**config.mk**
```make
export PLATFORM = sky130hd
export DESIGN_NAME = adc_seq_ctrl
export DESIGN_NICKNAME = d
export VERILOG_FILES = /design/src/rtl/adc_seq_pkg.sv /design/src/rtl/adc_seq_clkdiv.sv /design/src/rtl/adc_seq_avg.sv /design/src/rtl/adc_seq_ctrl.sv
export SDC_FILE = /design/constraint.sdc
export NUM_CORES = 1
export LEC_CHECK = 0
export CORE_ASPECT_RATIO = 1.2
export CORE_UTILIZATION = 54
export CTS_CLUSTER_SIZE = 20
export DETAILED_ROUTE_END_ITERATION = 16
export PLACE_DENSITY = 0.85
export SLEW_MARGIN = 10
export SYNTH_ARGS = -nofsm -noshare
export SYNTH_HDL_FRONTEND = slang
export SYNTH_SLANG_ARGS = --single-unit
```
**constraint.sdc**
```tcl
create_clock -name clk -period 4.2 [get_ports clk]
set_input_delay 0.84 -clock clk [delete_from_list [all_inputs] [get_ports clk]]
set_output_delay 0.84 -clock clk [all_outputs]
set_load 0.03 [all_outputs]
```
**src/rtl/adc_seq_pkg.sv**
```systemverilog
// Shared constants for the ADC sequencing controller: register word
// addresses and the fixed bus width. Assumes a word-addressed bus.
package adc_seq_pkg;
    localparam int BUS_W  = 32;
    localparam int ADDR_W = 2;
    localparam logic [ADDR_W-1:0] A_CTRL = 2'd0;
    localparam logic [ADDR_W-1:0] A_CLK  = 2'd1;
    localparam logic [ADDR_W-1:0] A_RES  = 2'd2;
endpackage

```
**src/rtl/adc_seq_clkdiv.sv**
```systemverilog
// Converter clock divider. It produces a clock with separately programmed
// low and high phase lengths, starting low when run rises. A zero count acts
// as one. rise_now flags the cycle just before the clock goes high.
// Assumes the counts may change at any time; an oversized count is absorbed.
module adc_seq_clkdiv #(
    parameter int PH_W = 4
) (
    input  logic            clk,
    input  logic            rst_n,
    input  logic            run,
    input  logic [PH_W-1:0] lo_cnt,
    input  logic [PH_W-1:0] hi_cnt,
    output logic            div_clk,
    output logic            rise_now
);
    logic [PH_W-1:0] cnt_q;
    logic [PH_W-1:0] lo_eff, hi_eff, len;
    logic            div_q, phase_end;

    // Effective phase lengths with zero promoted to one
    always_comb begin
        lo_eff    = (lo_cnt == '0) ? PH_W'(1) : lo_cnt;
        hi_eff    = (hi_cnt == '0) ? PH_W'(1) : hi_cnt;
        len       = div_q ? hi_eff : lo_eff;
        phase_end = (cnt_q >= len - PH_W'(1));
        rise_now  = run && !div_q && phase_end;
    end

    // Phase counter and clock toggle
    always_ff @(posedge clk) begin
        if (!rst_n || !run) begin
            cnt_q <= '0;
            div_q <= 1'b0;
        end else if (phase_end) begin
            cnt_q <= '0;
            div_q <= !div_q;
        end else begin
            cnt_q <= cnt_q + PH_W'(1);
        end
    end

    assign div_clk = div_q;
endmodule

```
**src/rtl/adc_seq_avg.sv**
```systemverilog
// Averaging accumulator. clr zeroes it; add folds in one sample. mean is the
// running sum including the present sample, shifted right by the depth.
// Assumes ACC_W leaves room for 2^MAX_SHIFT full-scale samples.
module adc_seq_avg #(
    parameter int DATA_W = 10,
    parameter int SH_W   = 4
) (
    input  logic              clk,
    input  logic              rst_n,
    input  logic              clr,
    input  logic              add,
    input  logic [DATA_W-1:0] sample,
    input  logic [SH_W-1:0]   shift,
    output logic [DATA_W-1:0] mean
);
    localparam int ACC_W = DATA_W + (1 << SH_W) - 1;

    logic [ACC_W-1:0] acc_q, sum;

    // Sum including the sample that arrives this cycle, then scaled
    always_comb begin
        sum  = acc_q + ACC_W'(sample);
        mean = DATA_W'(sum >> shift);
    end

    // Accumulator register
    always_ff @(posedge clk) begin
        if (!rst_n || clr) acc_q <= '0;
        else if (add)      acc_q <= sum;
    end
endmodule

```
**src/rtl/adc_seq_ctrl.sv**
```systemverilog
// ADC sequencing controller top. It holds the control, clock and result
// registers. A single control write selects channel, depth and reference
// and starts a run of 2^depth conversions. Each request goes out on a
// divided-clock rising edge, one request at a time. Completion raises a
// level interrupt that a result read clears. Assumes the converter answers
// each request with one cnv_valid pulse.
module adc_seq_ctrl
    import adc_seq_pkg::*;
#(
    parameter int DATA_W = 10,
    parameter int CH_W   = 3,
    parameter int AVG_W  = 4,
    parameter int PH_W   = 4
) (
    input  logic              clk,
    input  logic              rst_n,
    input  logic              bus_wr,
    input  logic              bus_rd,
    input  logic [ADDR_W-1:0] bus_addr,
    input  logic [BUS_W-1:0]  bus_wdata,
    output logic [BUS_W-1:0]  bus_rdata,
    output logic              cnv_clk,
    output logic              cnv_req,
    output logic [CH_W-1:0]   cnv_chan,
    output logic              cnv_ref_int,
    input  logic              cnv_valid,
    input  logic [DATA_W-1:0] cnv_data,
    output logic              irq
);
    localparam int CH_LSB  = 1;
    localparam int EN_BIT  = CH_LSB + CH_W;
    localparam int AVG_LSB = EN_BIT + 1;
    localparam int REF_BIT = AVG_LSB + AVG_W;
    localparam int CNT_W   = 1 << AVG_W;

    logic              en_q, ref_q, busy_q, pend_q, wait_q, req_q;
    logic [CH_W-1:0]   chan_q;
    logic [AVG_W-1:0]  avg_q;
    logic [PH_W-1:0]   lo_q, hi_q;
    logic [CNT_W-1:0]  smp_q;
    logic [DATA_W-1:0] res_q, mean;
    logic              wr_ctrl, wr_clk, rd_res, w_en, start_ok, abort;
    logic              rise_now, take, last_smp;

    // Decode of bus strobes and sequencing events
    always_comb begin
        wr_ctrl  = bus_wr && (bus_addr == A_CTRL);
        wr_clk   = bus_wr && (bus_addr == A_CLK);
        rd_res   = bus_rd && (bus_addr == A_RES);
        w_en     = bus_wdata[EN_BIT];
        abort    = wr_ctrl && !w_en;
        start_ok = wr_ctrl && w_en && bus_wdata[0] && !busy_q;
        take     = busy_q && wait_q && cnv_valid;
        last_smp = (smp_q == ((CNT_W'(1) << avg_q) - CNT_W'(1)));
    end

    adc_seq_clkdiv #(.PH_W(PH_W)) u_div (
        .clk      (clk),
        .rst_n    (rst_n),
        .run      (en_q),
        .lo_cnt   (lo_q),
        .hi_cnt   (hi_q),
        .div_clk  (cnv_clk),
        .rise_now (rise_now)
    );

    adc_seq_avg #(.DATA_W(DATA_W), .SH_W(AVG_W)) u_avg (
        .clk    (clk),
        .rst_n  (rst_n),
        .clr    (start_ok),
        .add    (take),
        .sample (cnv_data),
        .shift  (avg_q),
        .mean   (mean)
    );

    // Control fields: loaded unless a running conversion would be disturbed
    always_ff @(posedge clk) begin
        if (!rst_n) begin
            en_q   <= 1'b0;
            ref_q  <= 1'b0;
            chan_q <= '0;
            avg_q  <= '0;
        end else if (wr_ctrl && (!w_en || !busy_q)) begin
            en_q   <= w_en;
            ref_q  <= bus_wdata[REF_BIT];
            chan_q <= bus_wdata[CH_LSB +: CH_W];
            avg_q  <= bus_wdata[AVG_LSB +: AVG_W];
        end
    end

    // Clock phase register
    always_ff @(posedge clk) begin
        if (!rst_n) begin
            lo_q <= '0;
            hi_q <= '0;
        end else if (wr_clk) begin
            lo_q <= bus_wdata[0 +: PH_W];
            hi_q <= bus_wdata[PH_W +: PH_W];
        end
    end

    // Sequencer: busy flag, outstanding request, request pulse, sample count
    always_ff @(posedge clk) begin
        if (!rst_n) begin
            busy_q <= 1'b0;
            wait_q <= 1'b0;
            req_q  <= 1'b0;
            smp_q  <= '0;
        end else begin
            req_q <= 1'b0;
            if (abort) begin
                busy_q <= 1'b0;
                wait_q <= 1'b0;
            end else if (start_ok) begin
                busy_q <= 1'b1;
                wait_q <= 1'b0;
                smp_q  <= '0;
            end else if (busy_q) begin
                if (rise_now && !wait_q) begin
                    req_q  <= 1'b1;
                    wait_q <= 1'b1;
                end
                if (take) begin
                    wait_q <= 1'b0;
                    smp_q  <= smp_q + CNT_W'(1);
                    if (last_smp) busy_q <= 1'b0;
                end
            end
        end
    end

    // Result register and pending interrupt
    always_ff @(posedge clk) begin
        if (!rst_n) begin
            res_q  <= '0;
            pend_q <= 1'b0;
        end else if (abort || start_ok) begin
            pend_q <= 1'b0;
        end else if (take && last_smp) begin
            res_q  <= mean;
            pend_q <= 1'b1;
        end else if (rd_res) begin
            pend_q <= 1'b0;
        end
    end

    // Read mux
    always_comb begin
        bus_rdata = '0;
        case (bus_addr)
            A_CTRL: begin
                bus_rdata[0]                 = busy_q;
                bus_rdata[CH_LSB +: CH_W]    = chan_q;
                bus_rdata[EN_BIT]            = en_q;
                bus_rdata[AVG_LSB +: AVG_W]  = avg_q;
                bus_rdata[REF_BIT]           = ref_q;
            end
            A_CLK:   bus_rdata[0 +: 2*PH_W] = {hi_q, lo_q};
            A_RES:   bus_rdata[0 +: DATA_W] = res_q;
            default: bus_rdata = '0;
        endcase
    end

    assign cnv_req     = req_q;
    assign cnv_chan    = chan_q;
    assign cnv_ref_int = ref_q;
    assign irq         = pend_q && en_q;
endmodule

```
; Word level (Yosys, flattened, before mapping)
; Cells that the tools add are included.
[totals]
register_bits = 77
in_bits = 49
output_inout_bits = 39
elab_cells = 87
[classes]
add_sub_neg = 5
order_cmp = 1
n_eq_ne = 3
shifts = 2
muxes = 17
bitwise_logic = 4
n_reduce_logical = 40
[op_table]
columns = cell, count
row1 = 2-to-1 mux 16 bit, 3
row2 = adder 25 x 10 -> 25 bit, 1
row3 = right shift 25 x 4 -> 10 bit, 1
row4 = case mux 8 bit (3 select lines), 1
row5 = adder 16 x 1 -> 16 bit (second input constant), 1
row6 = equality test 16 bit, 1
row7 = << shifter 1 x 4 -> 16 bit (first input constant), 1
row8 = subtractor 16 x 1 -> 16 bit (second input constant), 1
row9 = logical AND 1 bit, 15
row10 = 2-to-1 mux 4 bit, 3
row11 = 2-to-1 mux 1 bit, 9
row12 = zero test 4 bit, 2
row13 = nonzero test 2 bit, 4
row14 = zero test 1 bit, 6
row15 = OR reduction 2 bit, 3
row16 = adder 4 x 1 -> 4 bit (second input constant), 1
row17 = greater-or-equal comparator 4 bit, 1
row18 = logical OR 1 bit, 4
row19 = NOT 1 bit, 4
row20 = case mux 2 bit (2 select lines), 1
row21 = AND reduction 2 bit, 2
row22 = OR reduction 4 bit, 1
row23 = subtractor 4 x 1 -> 4 bit (second input constant), 1
row24 = AND reduction 3 bit, 1
row25 = other kinds (4), 4

; Logic depth before layout (Yosys ltp)
[depth]
word_depth = 9
depth_mapped = 17
depth_no_buf = 13

; Modules after synthesis
; A second synthesis with hierarchy kept.
[hier_totals]
hier_cells = 798
area_unflattened_um2 = 6344.8
[modules_own_cells]
columns = mod, instances, cells_each, area_each_um2
row1 = adc_seq_avg, 1, 403, 3031.7
row2 = adc_seq_ctrl, 1, 353, 2932.8
row3 = adc_seq_clkdiv, 1, 42, 380.4

; Least setup slack after synthesis
; No wires, ideal clock.
[synth_timing]
kind = input to register
startpoint = in cnv_data[0]
endpoint = reg res_q[3]
setup_time_ps = 115
arrival_ps = 3297
setup_slack_ps = 789
stages = 11
cell_sequence = ha_1 -> fa_1 -> a211oi_2 -> o21ai_1 -> a31oi_2 -> xnor2_1 -> mux2_2 -> mux4_2 -> o22ai_1 -> a211oi_1 -> o21a_1
[synth_via]
elab_chain_len = 2
[synth_rtl]
columns = item, line_no
row1 = "start, declared", adc_seq_ctrl.sv:27  ; input logic [DATA_W-1:0] cnv_data,
row2 = adder 25 x 10 -> 25 bit, adc_seq_avg.sv:22  ; sum = acc_q + ACC_W'(sample);
row3 = right shift 25 x 4 -> 10 bit, adc_seq_avg.sv:23  ; mean = DATA_W'(sum >> shift);
row4 = "end signal, assigned", adc_seq_ctrl.sv:141  ; res_q <= mean;
row5 = "end, declared", adc_seq_ctrl.sv:41  ; logic [DATA_W-1:0] res_q, mean;
; Every way passes these cells.
; A chain may end at the register's enable or synchronous reset.

; Final worst setup path
[layout_timing]
startpoint = in cnv_data[0]
endpoint = reg res_q[1]
; The elaborated chain is that of the path after synthesis.

==> flow_summary.toml <==
[clocking]
htreeDepth = 3
root_buffer = "clkbuf_16"
cts_sinks = 77
cts_buffer_depth = 2
cts_tree = "built"
clkLatencyLatePin_ns = 0.35
ctsHoldBuffers = 0
postCtsSetupRepairBufs = 0
path_clk_slew_ns = 0.06
post_cts_resized = 0
cts_made_buffers = 9

[timing]
tns_ns = 0
tightest_slew_ns = 0.7136
fin_skew_ns = 0.009951
setup_viol = 0
grt_setup_unrepaired = "false"
final.min_clock_period_ns = 3.869
hold_viol_final = 0
relSlewSlack_pct = 52.43
clock.fmax_mhz = 258.5
setup_ws_ns = 0.3313
finalCritPeriodShare_pct = 92.11
drv_slew = 0

[flow_run]
cap_viol_max_count = 0

[global_route]
antenna_found_initial = 0
grt.total_usage_pct = 26.14
overflow = 0
grt_pass1_vias = 5294
grt_pass1_wl_um = 25010
grt_max_degree = 41

[drt]
wl_met2_um = 7298
dr.max_layer_used = "met4"
drtIter0Drc = 366
drc_errors = 0
vias = 5671
totalWireLength_um = 15170
drtPass1Iterations = 5
via_per_inst = 6.039
antenna_left = 0
wl_met3_um = 787
m1WireLength_um = 6713
wl_per_cell_um = 16.15

[setup_path]
cp_slowest_cell = "fa_1"
path_delay_family = "compound AO/OA/AOI/OAI gates"
path_buf_inv = 2
critPathLaunch = "cnv_data[0]"
crit_arrival_ns = 4.11
required_ns = 4.44
cpPeakStageDelay_ns = 0.41
r2r_start = "avg_q[0]$_SDFFE_PN0P_"
startpoint_type = "primary input"
end_kind = "register"
cp_max_fo = 14
worstPathCellList = "clkdlybuf4s50_1, ha_1, fa_1, a211oi_2, o21ai_1, a22oi_2, buf_12, xor2_1, a2bb2o_1, a211oi_1, mux2i_1, o211ai_1, a21boi_1"
path_class = "in -> reg"

[floorplanning]
coreArea_mm2 = 0.01104
dieArea_mm2 = 0.01180
std_cell_rows = 42
die_h_um = 118.8
ios = 88
start_util_pct = 55.60
die_w_um = 99.31

[synthesis]
syn_area_per_cell_um2 = 7.948
async_reset_ff_share_pct = 0
yosysTopAreaCellShare_pct = 25.12
synth_top_area_cell = "dfxtp_1"
synth_cell_types = 94
yosys-top-cells-area = "dfxtp_1 25%, mux2i_1 6.5%, nor2_1 5.5%, nand2_1 4.3%, xnor2_1 4.1%"
ys.flop_type = "dfxtp_1"
synth-seq-area-share_pct = 25.12
synthCells = 772
synth-edff-count = 0
ys_warn_count = 0
ys_ff_latch = 77
syn_area_mm2 = 0.006136

[placed_design]
portBuffers = 43
hpwlAfterDp_um = 10910
routabilityCongestion = 0.9381
post-place-ws_ns = 0.05436

[final_layout]
layout_common_cells = "90 x nor2_1, 77 x dfxtp_1, 71 x nand2_1"
drive_above_1_share_pct = 10.66
num_antenna_cells = 0
final_nets = 870
final_common_cell = "nor2_1"
area_growth_pct = 12.40

[power]
cellLeakagePower_uw = 0.002656
vdd_drop_max_v = 0.0001656
p_per_area_mw_per_mm2 = 255.3

[min_path]
hold_path.class = "reg -> reg"
hp-start = "u_avg.acc_q[8]$_SDFFE_PP0P_"

[outcome]
status = "completed"
[final timing paths]
path	endpoint	slack (ns)	depth (start not counted)
max	res_q[1]$_SDFFE_PN0P_	0.33	13
min	u_avg.acc_q[8]$_SDFFE_PP0P_	0.46	2
max reg2reg	res_q[9]$_SDFFE_PN0P_	0.66	13
min reg2reg	u_avg.acc_q[8]$_SDFFE_PP0P_	0.46	2
[flip-flops by register name, indices dropped and copies added (netlist names)]
name           cells
cnv_chan           3
wait_q             1
u_avg.acc_q       25
hi_q               4
busy_q             1
avg_q              4
cnv_req            1
smp_q             16
u_div.div_clk      1
cnv_ref_int        1
en_q               1
lo_q               4
pend_q             1
res_q             10
u_div.cnt_q        4
[report_power, final]
part | switching [uW] | internal [uW] | leakage, uW
Sequential | 8.59 | 737 | 0.000621
Clock | 335 | 407 | 0.000140
Combinational | 161 | 112 | 0.00189
[kinds of logic (layout without fill, tap and decap cells)]
logic type,Yosys count,in the layout,share of synthesized area (%)
muxes,53,53,10.07
and+or+nand+nor,309,309,25.67
buffers and inverters,85,99,7.667
xor gates and xnor gates,59,59,8.544
other,1,22,0.06112
AOI/OAI and AO/OA,169,169,18.86
DFF,77,77,25.12
adders and majority gates,19,19,3.997
[stage by stage]
step           cells  instance area (um^2)  total power (uW)  util, %  hold slack [ns]
6_report         939                  6897              1761    62.49           0.4599
5_1_grt          939                  6897              1825    62.49           0.4778
4_1_cts          939                  6897              1767    62.49           0.4621
2_1_floorplan    793                  6215             967.7        -           0.4297
3_3_place_gp     923                  6614              1025    59.93           0.4400
3_5_place_dp     923                  6614              1029    59.93           0.4504
[cell type report]
type	count	area (um^2)
fill	949	4139
timing repair buffer	72	660.6
clock buffer	9	225.2
tap	132	165.2
multi-input combinational	631	4203
inverter	11	43.79
clock inverter	7	57.56
sequential	77	1541
[worst reg2reg max path, cell delays in order (launching register included)]
cell and delay, ns:
dfxtp_1 0.50, inv_2 0.06, nor2_1 0.24, nand2_1 0.10
ha_1 0.36, xnor2_1 0.36, a31oi_1 0.16, nor4b_2 0.26
nand4bb_1 0.17, nor4_1 0.35, o21ai_1 0.31, o41ai_1 0.34
buf_4 0.18, a211oi_1 0.04
[cells in the mapped netlist (all sizes together) (18+ instances only)]
| cell | instances |
|---|---|
| buf | 49 |
| clkbuf | 25 |
| nor2b | 20 |
| o21ai | 47 |
| xnor2 | 30 |
| ha | 18 |
| nor2 | 93 |
| a21oi | 36 |
| mux2i | 40 |
| xor2 | 29 |
| nand3 | 26 |
| nand2 | 71 |
| dfxtp | 77 |
[per-layer routing]
layer / global-route usage, % / vias up
li1: - / 2775
met1: 32.25 / 2649
met5: 0 / -
met2: 44.79 / 204
met4: 9.835 / 0
met3: 4.849 / 43
Note: power is estimated with default switching activity, not from simulation.
